[src/rtl/exc_entry_seq.sv]
module exc_entry_seq #(
  parameter int          CW       = 12,
  parameter logic [31:0] RESET_PC = 32'hA000_0000,
  parameter logic [31:0] VEC_GEN  = 32'h0000_0100,
  parameter logic [31:0] VEC_TLB  = 32'h0000_0400,
  parameter logic [31:0] VEC_IRQ  = 32'h0000_0600
) (
  input  logic          clk,
  input  logic          rst_n,
  input  logic          req_valid,
  input  logic [2:0]    req_class,
  input  logic [CW-1:0] req_code,
  input  logic [31:0]   req_addr,
  input  logic [31:0]   cur_pc,
  input  logic [31:0]   cur_sr,
  input  logic [31:0]   cur_r15,
  input  logic [31:0]   cur_vbr,
  input  logic [31:0]   cur_pteh,
  output logic          upd,
  output logic          dslot_clr,
  output logic [31:0]   new_pc,
  output logic [31:0]   new_npc,
  output logic [31:0]   new_sr,
  output logic [31:0]   new_vbr,
  output logic [31:0]   new_fpscr,
  output logic          fpscr_wr,
  output logic [31:0]   saved_pc,
  output logic [31:0]   saved_sr,
  output logic [31:0]   saved_r15,
  output logic [CW-1:0] expevt,
  output logic [CW-1:0] intevt,
  output logic [9:0]    tra,
  output logic [31:0]   tea,
  output logic [31:0]   pteh
);
  localparam logic [2:0] C_POR = 3'd0, C_MRST = 3'd1, C_GEN = 3'd2, C_TRAP = 3'd3,
                         C_TLB = 3'd4, C_MHIT = 3'd5, C_IRQ = 3'd6;
  localparam int BL = 28, FD = 15;
  localparam logic [31:0] ENTRY_SET = 32'h7000_0000;
  localparam logic [31:0] RST_SET   = 32'h7000_00F0;
  localparam logic [31:0] POR_SR    = 32'h7000_00F0;
  localparam logic [CW-1:0] EV_POR  = CW'(12'h000);
  localparam logic [CW-1:0] EV_MRST = CW'(12'h020);
  localparam logic [CW-1:0] EV_MHIT = CW'(12'h140);
  localparam logic [CW-1:0] EV_TRAP = CW'(12'h160);

  logic          go_reset, tlb_touch, rst_kind_q;
  logic [31:0]   target;
  logic [CW-1:0] rst_code;

  assign go_reset  = (req_class == C_POR) || (req_class == C_MRST) || (req_class == C_MHIT) ||
                     ((req_class == C_GEN || req_class == 3'd7) && cur_sr[BL]);
  assign tlb_touch = (req_class == C_TLB) || (req_class == C_MHIT);
  assign rst_code  = (req_class == C_POR) ? EV_POR : (req_class == C_MHIT) ? EV_MHIT : EV_MRST;
  assign new_fpscr = 32'h0004_0001;
  assign dslot_clr = upd;

  always_comb begin
    if (go_reset)                  target = RESET_PC;
    else if (req_class == C_TLB)   target = cur_vbr + VEC_TLB;
    else if (req_class == C_IRQ)   target = cur_vbr + VEC_IRQ;
    else                           target = cur_vbr + VEC_GEN;
  end

  always_ff @(posedge clk) begin
    if (!rst_n) begin
      upd <= 1'b0; rst_kind_q <= 1'b0; fpscr_wr <= 1'b0;
      new_pc <= '0; new_npc <= '0; new_sr <= '0; new_vbr <= '0;
      saved_pc <= '0; saved_sr <= '0; saved_r15 <= '0;
      expevt <= '0; intevt <= '0; tra <= '0; tea <= '0; pteh <= '0;
    end else begin
      upd        <= req_valid;
      rst_kind_q <= req_valid && go_reset;
      fpscr_wr   <= req_valid && (req_class == C_POR);
      if (req_valid) begin
        new_pc  <= target;
        new_npc <= target + 32'd2;
        if (tlb_touch) begin
          tea  <= req_addr;
          pteh <= {req_addr[31:10], cur_pteh[9:0]};
        end
        if (go_reset) begin
          new_vbr <= '0;
          expevt  <= rst_code;
          new_sr  <= (req_class == C_POR) ? POR_SR : ((cur_sr | RST_SET) & ~(32'd1 << FD));
        end else begin
          saved_pc  <= cur_pc;
          saved_sr  <= cur_sr;
          saved_r15 <= cur_r15;
          new_sr    <= cur_sr | ENTRY_SET;
          new_vbr   <= cur_vbr;
          case (req_class)
            C_TRAP: begin tra <= {req_code[7:0], 2'b00}; expevt <= EV_TRAP; end
            C_IRQ:  intevt <= req_code;
            default: expevt <= req_code;
          endcase
        end
      end
    end
  end

  a_r10_npc_follows: assert property (@(posedge clk) disable iff (!rst_n)
    upd |-> new_npc == new_pc + 32'd2);
  a_r4_entry_bits: assert property (@(posedge clk) disable iff (!rst_n)
    upd |-> new_sr[30:28] == 3'b111);
  a_r3_reset_path: assert property (@(posedge clk) disable iff (!rst_n)
    (upd && rst_kind_q) |-> (!new_sr[FD] && new_vbr == 32'd0 && new_pc == RESET_PC));
  a_r5_no_save_when_blocked: assert property (@(posedge clk) disable iff (!rst_n)
    (req_valid && req_class == C_GEN && cur_sr[BL]) |=> ($stable(saved_pc) && $stable(saved_sr) && $stable(saved_r15)));
  a_r9_irq_keeps_expevt: assert property (@(posedge clk) disable iff (!rst_n)
    (req_valid && req_class == C_IRQ) |=> $stable(expevt));
  a_r6_trap_code: assert property (@(posedge clk) disable iff (!rst_n)
    (req_valid && req_class == C_TRAP) |=> (tra[1:0] == 2'b00 && new_pc != RESET_PC));
endmodule

[config.mk]
export PLATFORM = sky130hd
export DESIGN_NAME = exc_entry_seq
export DESIGN_NICKNAME = d
export VERILOG_FILES = /design/src/rtl/exc_entry_seq.sv
export SDC_FILE = /design/constraint.sdc
export NUM_CORES = 1
export LEC_CHECK = 0
export ABC_AREA = 1
export CORE_AREA = 4 4 221 223
export DETAILED_ROUTE_END_ITERATION = 10
export DIE_AREA = 0 0 225 227
export GPL_TIMING_DRIVEN = 0
export HOLD_SLACK_MARGIN = 0.12
export PLACE_DENSITY = 0.52
export REMOVE_ABC_BUFFERS = 1
export SLEW_MARGIN = 20
export SYNTH_ARGS = -nofsm -noshare
export SYNTH_HDL_FRONTEND = slang
export SYNTH_SLANG_ARGS = --single-unit
export TNS_END_PERCENT = 20
[constraint.sdc]
create_clock -name clk -period 6.6 [get_ports clk]
set_clock_uncertainty 0.1 [all_clocks]
set_input_delay 0.99 -clock clk [delete_from_list [all_inputs] [get_ports clk]]
set_output_delay 0.99 -clock clk [all_outputs]
set_load 0.01 [all_outputs]
==> results of run 1 <==
## layout make-up
type                    count  area, sq um
diodes                      2        5.005
clock buffers              53         1044
clock inverters             9        85.08
fillers                  4774        27810
inverters                  83        325.3
multi-input cells        1096         5449
flip-flops and latches    289         5786
well taps                 607        759.5
repair buffers            520         5296
## layer usage
metal,track usage,wire length (um),up-vias,share of wire
li1,-,-,6035,-
met5,0,19,-,0.00038
met4,0.04842,1037,2,0.021
met2,0.3088,23860,451,0.48
met3,0.06692,4595,59,0.092
met1,0.2247,20700,5789,0.41
## stage by stage
step	instances	hold WS (ns)
after floorplan	1468	0.3761
after global placement	2585	0.3344
after detailed placement	2595	0.3360
after CTS	2657	0.3490
after global routing	2657	0.3782
final	2659	0.3491
## cell families (layout without fill, tap and decap cells)
group / after synthesis / in the layout / synth area share
AO/OA/AOI/OAI: 321 / 321 / 0.1556
buffers and inverters: 240 / 665 / 0.09796
flip-flops: 289 / 289 / 0.4709
AND/OR/NAND/NOR: 725 / 725 / 0.2617
other: 2 / 36 / 0.0006112
XOR/XNOR: 10 / 10 / 0.007129
adder cells (fa/ha/maj): 6 / 6 / 0.006110
## flip-flops by register name, summed over array words and instances, names as in the netlist
signal / count
saved_r15: 32
new_npc: 31
tea: 32
pteh: 10
fpscr_wr: 1
saved_sr: 32
intevt: 12
expevt: 12
new_sr: 30
tra: 8
new_pc: 32
saved_pc: 32
dslot_clr: 1
new_vbr: 24
## critical path: cells and delay by family
family                   cells  cell delay, ns
AND/OR/NAND/NOR             10            2.27
buffers and inverters        4            1.20
adder cells (fa/ha/maj)      1            0.19
XOR/XNOR                     1            0.18
AO/OA/AOI/OAI                1            0.08
## report_power, final
part / switching (uW) / leakage, uW / total (uW) / internal [uW]
registers: 59.1 / 0.00237 / 1910 / 1850
clock network: 773 / 0.000560 / 1910 / 1130
logic: 411 / 0.00434 / 796 / 384
total: 1240 / 0.00728 / 4610 / 3370
## final timing paths
kind / cells past startpoint / startpoint / end
max: 17 / req_class[2] / new_npc[23]$_SDFFE_PN0P_
max reg2reg: 4 / new_npc[30]$_SDFFE_PN0P_ / new_npc[30]$_SDFFE_PN0P_
min reg2reg: 2 / new_sr[7]$_SDFFE_PN0P_ / new_sr[7]$_SDFFE_PN0P_
min: 2 / new_sr[7]$_SDFFE_PN0P_ / new_sr[7]$_SDFFE_PN0P_
## cells in the final DEF, fill, tap and decap left out, types with 34 or more instances in the layout
cell type / n
o21ai_0: 173
nor2_1: 284
a21oi_1: 77
a32o_1: 49
clkbuf_16: 35
conb_1: 34
nand2_1: 266
clkdlybuf4s50_1: 508
inv_1: 68
dfxtp_1: 289
nand3_1: 90
==> results.yml, run 1 <==
sta:
  slew_headroom: 0.4740
  slew_viol_final: 0
  period_needed_ns: 4.675
  period_share: 0.7083
  rsz0062_at_grt: "false"
  tns_ns: 0
  worst_slack_ns: 1.925
  hold_viol: 0
  tightestPinTransition_ns: 0.7890
  setup_viol: 0
  max_freq_mhz: 213.9
yosys:
  synth_largest_area_cell: "dfxtp_1"
  synth_common_cells: "dfxtp_1 (289), nor2_1 (285), nand2_1 (268)"
  synthTopCellsByArea: "dfxtp_1 (47%), nor2_1 (8.7%), nand2_1 (8.2%), o21ai_0 (7.0%), buf_4 (4.3%)"
  synth_top_area_share: 0.4709
  synth_flop_cell: "dfxtp_1"
  yosys_register_bits: 289
  syn_area_sq_um: 12290
  yosysMostFrequentCell: "dfxtp_1"
  syn_avg_cell_area_sq_um: 7.713
  synth_edf_count: 0
  yosysUniqueCellTypes: 47
  synthArstFlopShare: 0
  synth-seq-area-share: 0.4709
  synth_cells: 1593
  ys_warn_count: 0
clock_network:
  cts_tree: "yes"
  hold_buffers: 0
  cts.sinks: 289
  clk_latency_ns: 0.54
  post_cts_resized: 0
  htreeDepth: 2
  cts_made_buffers: 35
  cts_root_buffer: "clkbuf_16"
  cts_setup_buffers: 0
  clockBufferDepth: 3
  path_clk_slew_ns: 0.05
floorplan:
  rows: 79
  start_util: 0.2639
  dieWidth_um: 225
  die_h_um: 227
  pin_count: 567
  coreArea_sq_um: 46560
  dieArea_sq_um: 51080
cells_and_area:
  postLayoutCoreUtil: 0.4027
  fin_nets: 2241
  areaGrowthSynthToFinish_pct: 52.60
  drive_above_1_share: 0.06878
  stdcell_area_sq_um: 18750
worst_setup_path:
  crit_path_start_kind: "input port"
  cp_slowest_stage_delay_ns: 0.70
  cp_cell_sequence: "clkdlybuf4s50_1 -> inv_1 -> nand3_2 -> nand3_4 -> nand2_1 -> inv_1 -> ha_1 -> nand2_1 -> inv_1 -> nand3_2 -> nor2_1 -> nand3_2 -> nor3_4 -> nand3_2 -> nor2_2 -> xor2_1 -> a21oi_1"
  end_kind: "register"
  critPathRequiredTime_ns: 6.91
  cp_slowest_cell: "clkdlybuf4s50_1"
  crit_type: "in -> reg"
  cpMostUsedCell: "nand3_2"
  regToRegSetupSlack_ns: 5.75
  cp_data_arrival_time_ns: 4.98
  critical_path.max_fanout: 43
route:
  wl_um: 50210
  drtIter0Drc: 679
  wire_per_inst_um: 18.88
  post-route-drc-count: 0
  first_pass_iters: 5
  num_vias: 12340
  drtAntennaViolNets: 0
  viasPerCell: 4.639
pwr:
  leakage_uw: 0.007275
  power_uw: 4610
  vdd.ir_drop.worst_mv: 0.1503
  power_density_nw_per_um2: 245.9
placement:
  place_area_sq_um: 17620
  place_hpwl_um: 37240
  routabilityCongestion: 0.8747
  dpl_worst_slack_ns: 1.409
  numPortBuffers: 510
global_routing:
  grt_usage: 0.1839
  grt_pass1_vias: 11890
  grt_pass1_wl_um: 73750
  grt-ovfl-total: 0
  antenna_found_initial: 1
  grt_max_degree: 98
outcome:
  status: "completed"
flow_run:
  maxCapViolations: 0
hold_path:
  hold_path_class: "reg -> reg"
(Power assumes the default switching activity.)
==> run 2, diff against run 1 <==
Settings changed: CORE_AREA 4 4 221 223 to 4 4 216 218, DIE_AREA 0 0 225 227 to 0 0 220 222, PLACE_DENSITY 0.52 to 0.54.
Clock period 6.6 ns to 4.9 ns, I/O delays scaled along.
==> results.yml, run 2 (synthesis gave the netlist of run 1 again) <==
flow_run:
  maxCapViolations: 0
cells_and_area:
  multi_input_area_sq_um: 5449
  drive_above_1_share: 0.06875
  fin_cells: 2652
  final_common_cell: "clkdlybuf4s50_1"
  fin_nets: 2242
  postLayoutCoreUtil: 0.4176
  areaGrowthSynthToFinish_pct: 52.58
  final_cell_mix: "clkdlybuf4s50_1 (508), dfxtp_1 (289), nor2_1 (284)"
  nFillCells: 4509
  final-seq-area_sq_um: 5786
global_routing:
  grt_usage: 0.1905
  grt-ovfl-total: 0
  grt_max_degree: 98
  grt_pass1_vias: 11870
  grt_pass1_wl_um: 73000
  antenna_found_initial: 1
clock_network:
  htreeDepth: 2
  post_cts_resized: 0
  cts_tree: "yes"
  path_clk_slew_ns: 0.06
  cts_made_buffers: 35
  hold_buffers: 0
  clk_latency_ns: 0.54
  cts_setup_buffers: 0
  cts_root_buffer: "clkbuf_16"
  cts.sinks: 289
  clockBufferDepth: 3
pwr:
  leakage_uw: 0.007275
  power_density_nw_per_um2: 326.7
  vdd.ir_drop.worst_mv: 0.2348
sta:
  tns_ns: 0
  hold_viol: 0
  period_needed_ns: 4.360
  worst_slack_ns: 0.5400
  setup_viol: 0
  max_freq_mhz: 229.4
  slew_headroom: 0.4951
  tightestPinTransition_ns: 0.7574
  rsz0062_at_grt: "false"
  slew_viol_final: 0
  hold_ws_ns: 0.3568
  period_share: 0.8898
floorplan:
  pin_count: 567
  rows: 78
  dieWidth_um: 220
  dieArea_sq_um: 48840
  coreArea_sq_um: 44890
  start_util: 0.2737
  die_h_um: 222
worst_setup_path:
  cp_data_arrival_time_ns: 4.73
  crit_path_start_kind: "input port"
  regToRegSetupSlack_ns: 4.06
  crit_type: "in -> reg"
  critPathRequiredTime_ns: 5.27
  startpoint: "req_class[2]"
  timing.rr.start: "new_npc[30]$_SDFFE_PN0P_"
  critical_path.max_fanout: 43
  end_kind: "register"
route:
  drtAntennaViolNets: 0
  wire_per_inst_um: 18.44
  viasPerCell: 4.602
  num_vias: 12210
  drtIter0Drc: 628
  first_pass_iters: 5
  post-route-drc-count: 0
  wl_um: 48890
placement:
  routabilityCongestion: 0.8373
  place_inst: 2589
  place_hpwl_um: 36290
  dpl_worst_slack_ns: -0.02663
  numPortBuffers: 510
hold_path:
  hold_path_class: "reg -> reg"
  hold_start: "new_pc[9]$_SDFFE_PN0P_"
outcome:
  status: "completed"
run 2: cell count changes in the layout (fill, tap and decap cells not counted), moves of 2 or more:
cell,previous run,this run
inv_6,5,3
buf_16,4,6
clkbuf_8,10,7
clkinv_2,5,8
run 2: critical path, cell delays in order:
cell and delay, ns:
clkdlybuf4s50_1 0.68, inv_1 0.25, nand3_2 0.33, nand3_4 0.64
nand2_1 0.13, inv_1 0.17, ha_1 0.21, nand2_1 0.06
inv_1 0.08, nand3_2 0.13, nor2_1 0.25, nand3_2 0.15
nor3_4 0.18, nand3_2 0.18, nor2_4 0.20, nand2_1 0.07
nand2_1 0.06, nand2_1 0.07, a21oi_1 0.11
run 2: power breakdown:
group | switching, uW | internal (uW) | total [uW]
sequential | 77.2 | 2490 | 2570
clock | 1030 | 1460 | 2490
combinational | 550 | 521 | 1070
total | 1650 | 4470 | 6120
run 2: cell type report:
cell class	instances	share of cell area
multi-input combinational	1096	0.2907
antenna	1	0.0001335
tap	600	0.04005
clock buffer	52	0.05500
timing repair buffer	521	0.2846
sequential	289	0.3086
clock inverter	10	0.003604
inverter	83	0.01735
run 2: worst paths after layout:
path | to | depth (start not counted)
max | new_npc[27]$_SDFFE_PN0P_ | 19
min | new_pc[9]$_SDFFE_PN0P_ | 2
max reg2reg | new_npc[30]$_SDFFE_PN0P_ | 4
min reg2reg | new_pc[9]$_SDFFE_PN0P_ | 2
run 2: routing by layer:
layer,up-vias,global-route usage,part of all wire
met1,5665,0.2374,0.41
met4,0,0.03991,0.015
met5,-,0,0
met2,439,0.3156,0.47
met3,48,0.07058,0.10
li1,6053,-,-
run 2: metrics by stage:
| step | instance area [sq um] | power [uW] |
|---|---|---|
| 3_3_place_gp | 17380 | 3682 |
| 6_report | 18750 | 6125 |
| 4_1_cts | 18740 | 6234 |
| 2_1_floorplan | 11520 | 3009 |
| 5_1_grt | 18750 | 6406 |
| 3_5_place_dp | 17640 | 3697 |
==> run 3, diff against run 2 <==
Settings changed: CAP_MARGIN from default to 20.
==> results.yml, run 3 (synthesis gave the netlist of run 1 again) <==
sta:
  tightestPinTransition_ns: 0.7550
  period_share: 0.8896
  hold_viol: 0
  period_needed_ns: 4.359
  slew_headroom: 0.4966
  rsz0062_at_grt: "false"
  max_freq_mhz: 229.4
  hold_ws_ns: 0.3522
  setup_viol: 0
  slew_viol_final: 0
global_routing:
  grt_usage: 0.1910
  grt_pass1_wl_um: 73300
  grt_pass1_vias: 11870
  grt-ovfl-total: 0
  grt_max_degree: 98
  antenna_found_initial: 1
hold_path:
  hold_path_class: "reg -> reg"
pwr:
  leakage_uw: 0.007295
  vdd.ir_drop.worst_mv: 0.2032
  power_density_nw_per_um2: 334.2
clock_network:
  cts_tree: "yes"
  path_clk_slew_ns: 0.05
  post_cts_resized: 0
  hold_buffers: 0
  cts.sinks: 289
  htreeDepth: 2
  cts_made_buffers: 36
  clockBufferDepth: 3
  clk_latency_ns: 0.52
  cts_root_buffer: "clkbuf_16"
  cts_setup_buffers: 0
floorplan:
  coreArea_sq_um: 44890
  start_util: 0.2737
  rows: 78
  die_h_um: 222
  dieArea_sq_um: 48840
  pin_count: 567
  dieWidth_um: 220
worst_setup_path:
  cp_slowest_stage_delay_ns: 0.68
  crit_type: "in -> reg"
  critPathRequiredTime_ns: 5.27
  cpMostUsedCell: "nand2_1"
  cp_slowest_cell: "clkdlybuf4s50_1"
  cp_data_arrival_time_ns: 4.72
  end_kind: "register"
  cp_cell_sequence: "clkdlybuf4s50_1 -> inv_1 -> nand3_2 -> nand3_4 -> nand2_1 -> inv_1 -> ha_1 -> nand2_1 -> inv_1 -> nand3_2 -> nor2_1 -> nand3_2 -> nor3_4 -> nand3_2 -> nor2_4 -> nand2_1 -> nand2_1 -> nand2_1 -> a21oi_1"
  crit_path_start_kind: "input port"
  critical_path.max_fanout: 43
route:
  drtAntennaViolNets: 0
  first_pass_iters: 5
  wl_um: 49170
  wire_per_inst_um: 18.53
  drtIter0Drc: 712
  viasPerCell: 4.637
  num_vias: 12300
  post-route-drc-count: 0
outcome:
  status: "completed"
placement:
  numPortBuffers: 510
  routabilityCongestion: 0.8373
  place_hpwl_um: 36330
flow_run:
  maxCapViolations: 0
cells_and_area:
  areaGrowthSynthToFinish_pct: 53.13
  fin_nets: 2243
  postLayoutCoreUtil: 0.4191
  final_common_cell: "clkdlybuf4s50_1"
  drive_above_1_share: 0.06774
  final_cell_mix: "clkdlybuf4s50_1 (508), dfxtp_1 (289), nor2_1 (284)"
-- run 3: cell types whose count changed in the layout (fill, tap and decap cells not counted), sizes merged --
| cell | previous run | this run |
|---|---|---|
| inv | 82 | 81 |
| bufinv | 0 | 2 |
| clkbuf | 52 | 57 |
| clkinvlp | 1 | 2 |
| clkinv | 10 | 4 |
-- run 3: per-stage QoR --
step	power (uW)	cells	area [sq um]	TNS (ns)	setup WS, ns
global placement	3682	2578	17380	-1467.74	-8.965
global route	6563	2653	18810	0	0.1292
finish	6288	2653	18810	0	0.5409
floorplan	3009	1468	11520	0	0.5207
detailed placement	3698	2589	17640	-0.01881	-0.01224
CTS	6389	2652	18810	0	0.5480
-- run 3: report_power, final --
group,internal (uW),switching [uW]
logic,521,551
clock network,1610,1030
registers,2490,77.4
total,4630,1660
-- run 3: area by class of cell --
cell class              count  area [sq um]
fillers                  4547         26080
well taps                 600         750.7
multi-input cells        1096          5449
repair buffers            521          5335
clock inverters             6         85.08
clock buffers              57          1081
flip-flops and latches    289          5786
inverters                  83         325.3
diodes                      1         2.502
-- run 3: path summary, 6_finish.rpt --
kind | startpoint | endpoint | slack, ns | cells after the start
setup / recovery | req_class[2] | new_npc[27]$_SDFFE_PN0P_ | 0.54 | 19
hold / removal | new_pc[9]$_SDFFE_PN0P_ | new_pc[9]$_SDFFE_PN0P_ | 0.35 | 2
setup reg to reg | new_npc[30]$_SDFFE_PN0P_ | new_npc[30]$_SDFFE_PN0P_ | 4.05 | 4
hold reg to reg | new_pc[9]$_SDFFE_PN0P_ | new_pc[9]$_SDFFE_PN0P_ | 0.35 | 2
-- run 3: critical path, delay by kind of cell --
family | cells | cell delay (ns)
buffers and inverters | 4 | 1.19
adders and majority gates | 1 | 0.20
and+or+nand+nor | 13 | 2.43
AOI/OAI and AO/OA | 1 | 0.11
-- run 3: per-layer routing --
layer  up-vias  GRT usage  wire length (um)
met2       428     0.3167             23210
li1       6059          -                 -
met4         0    0.04335               936
met1      5760     0.2389             20610
met5         -          0                 0
met3        56    0.06701              4412
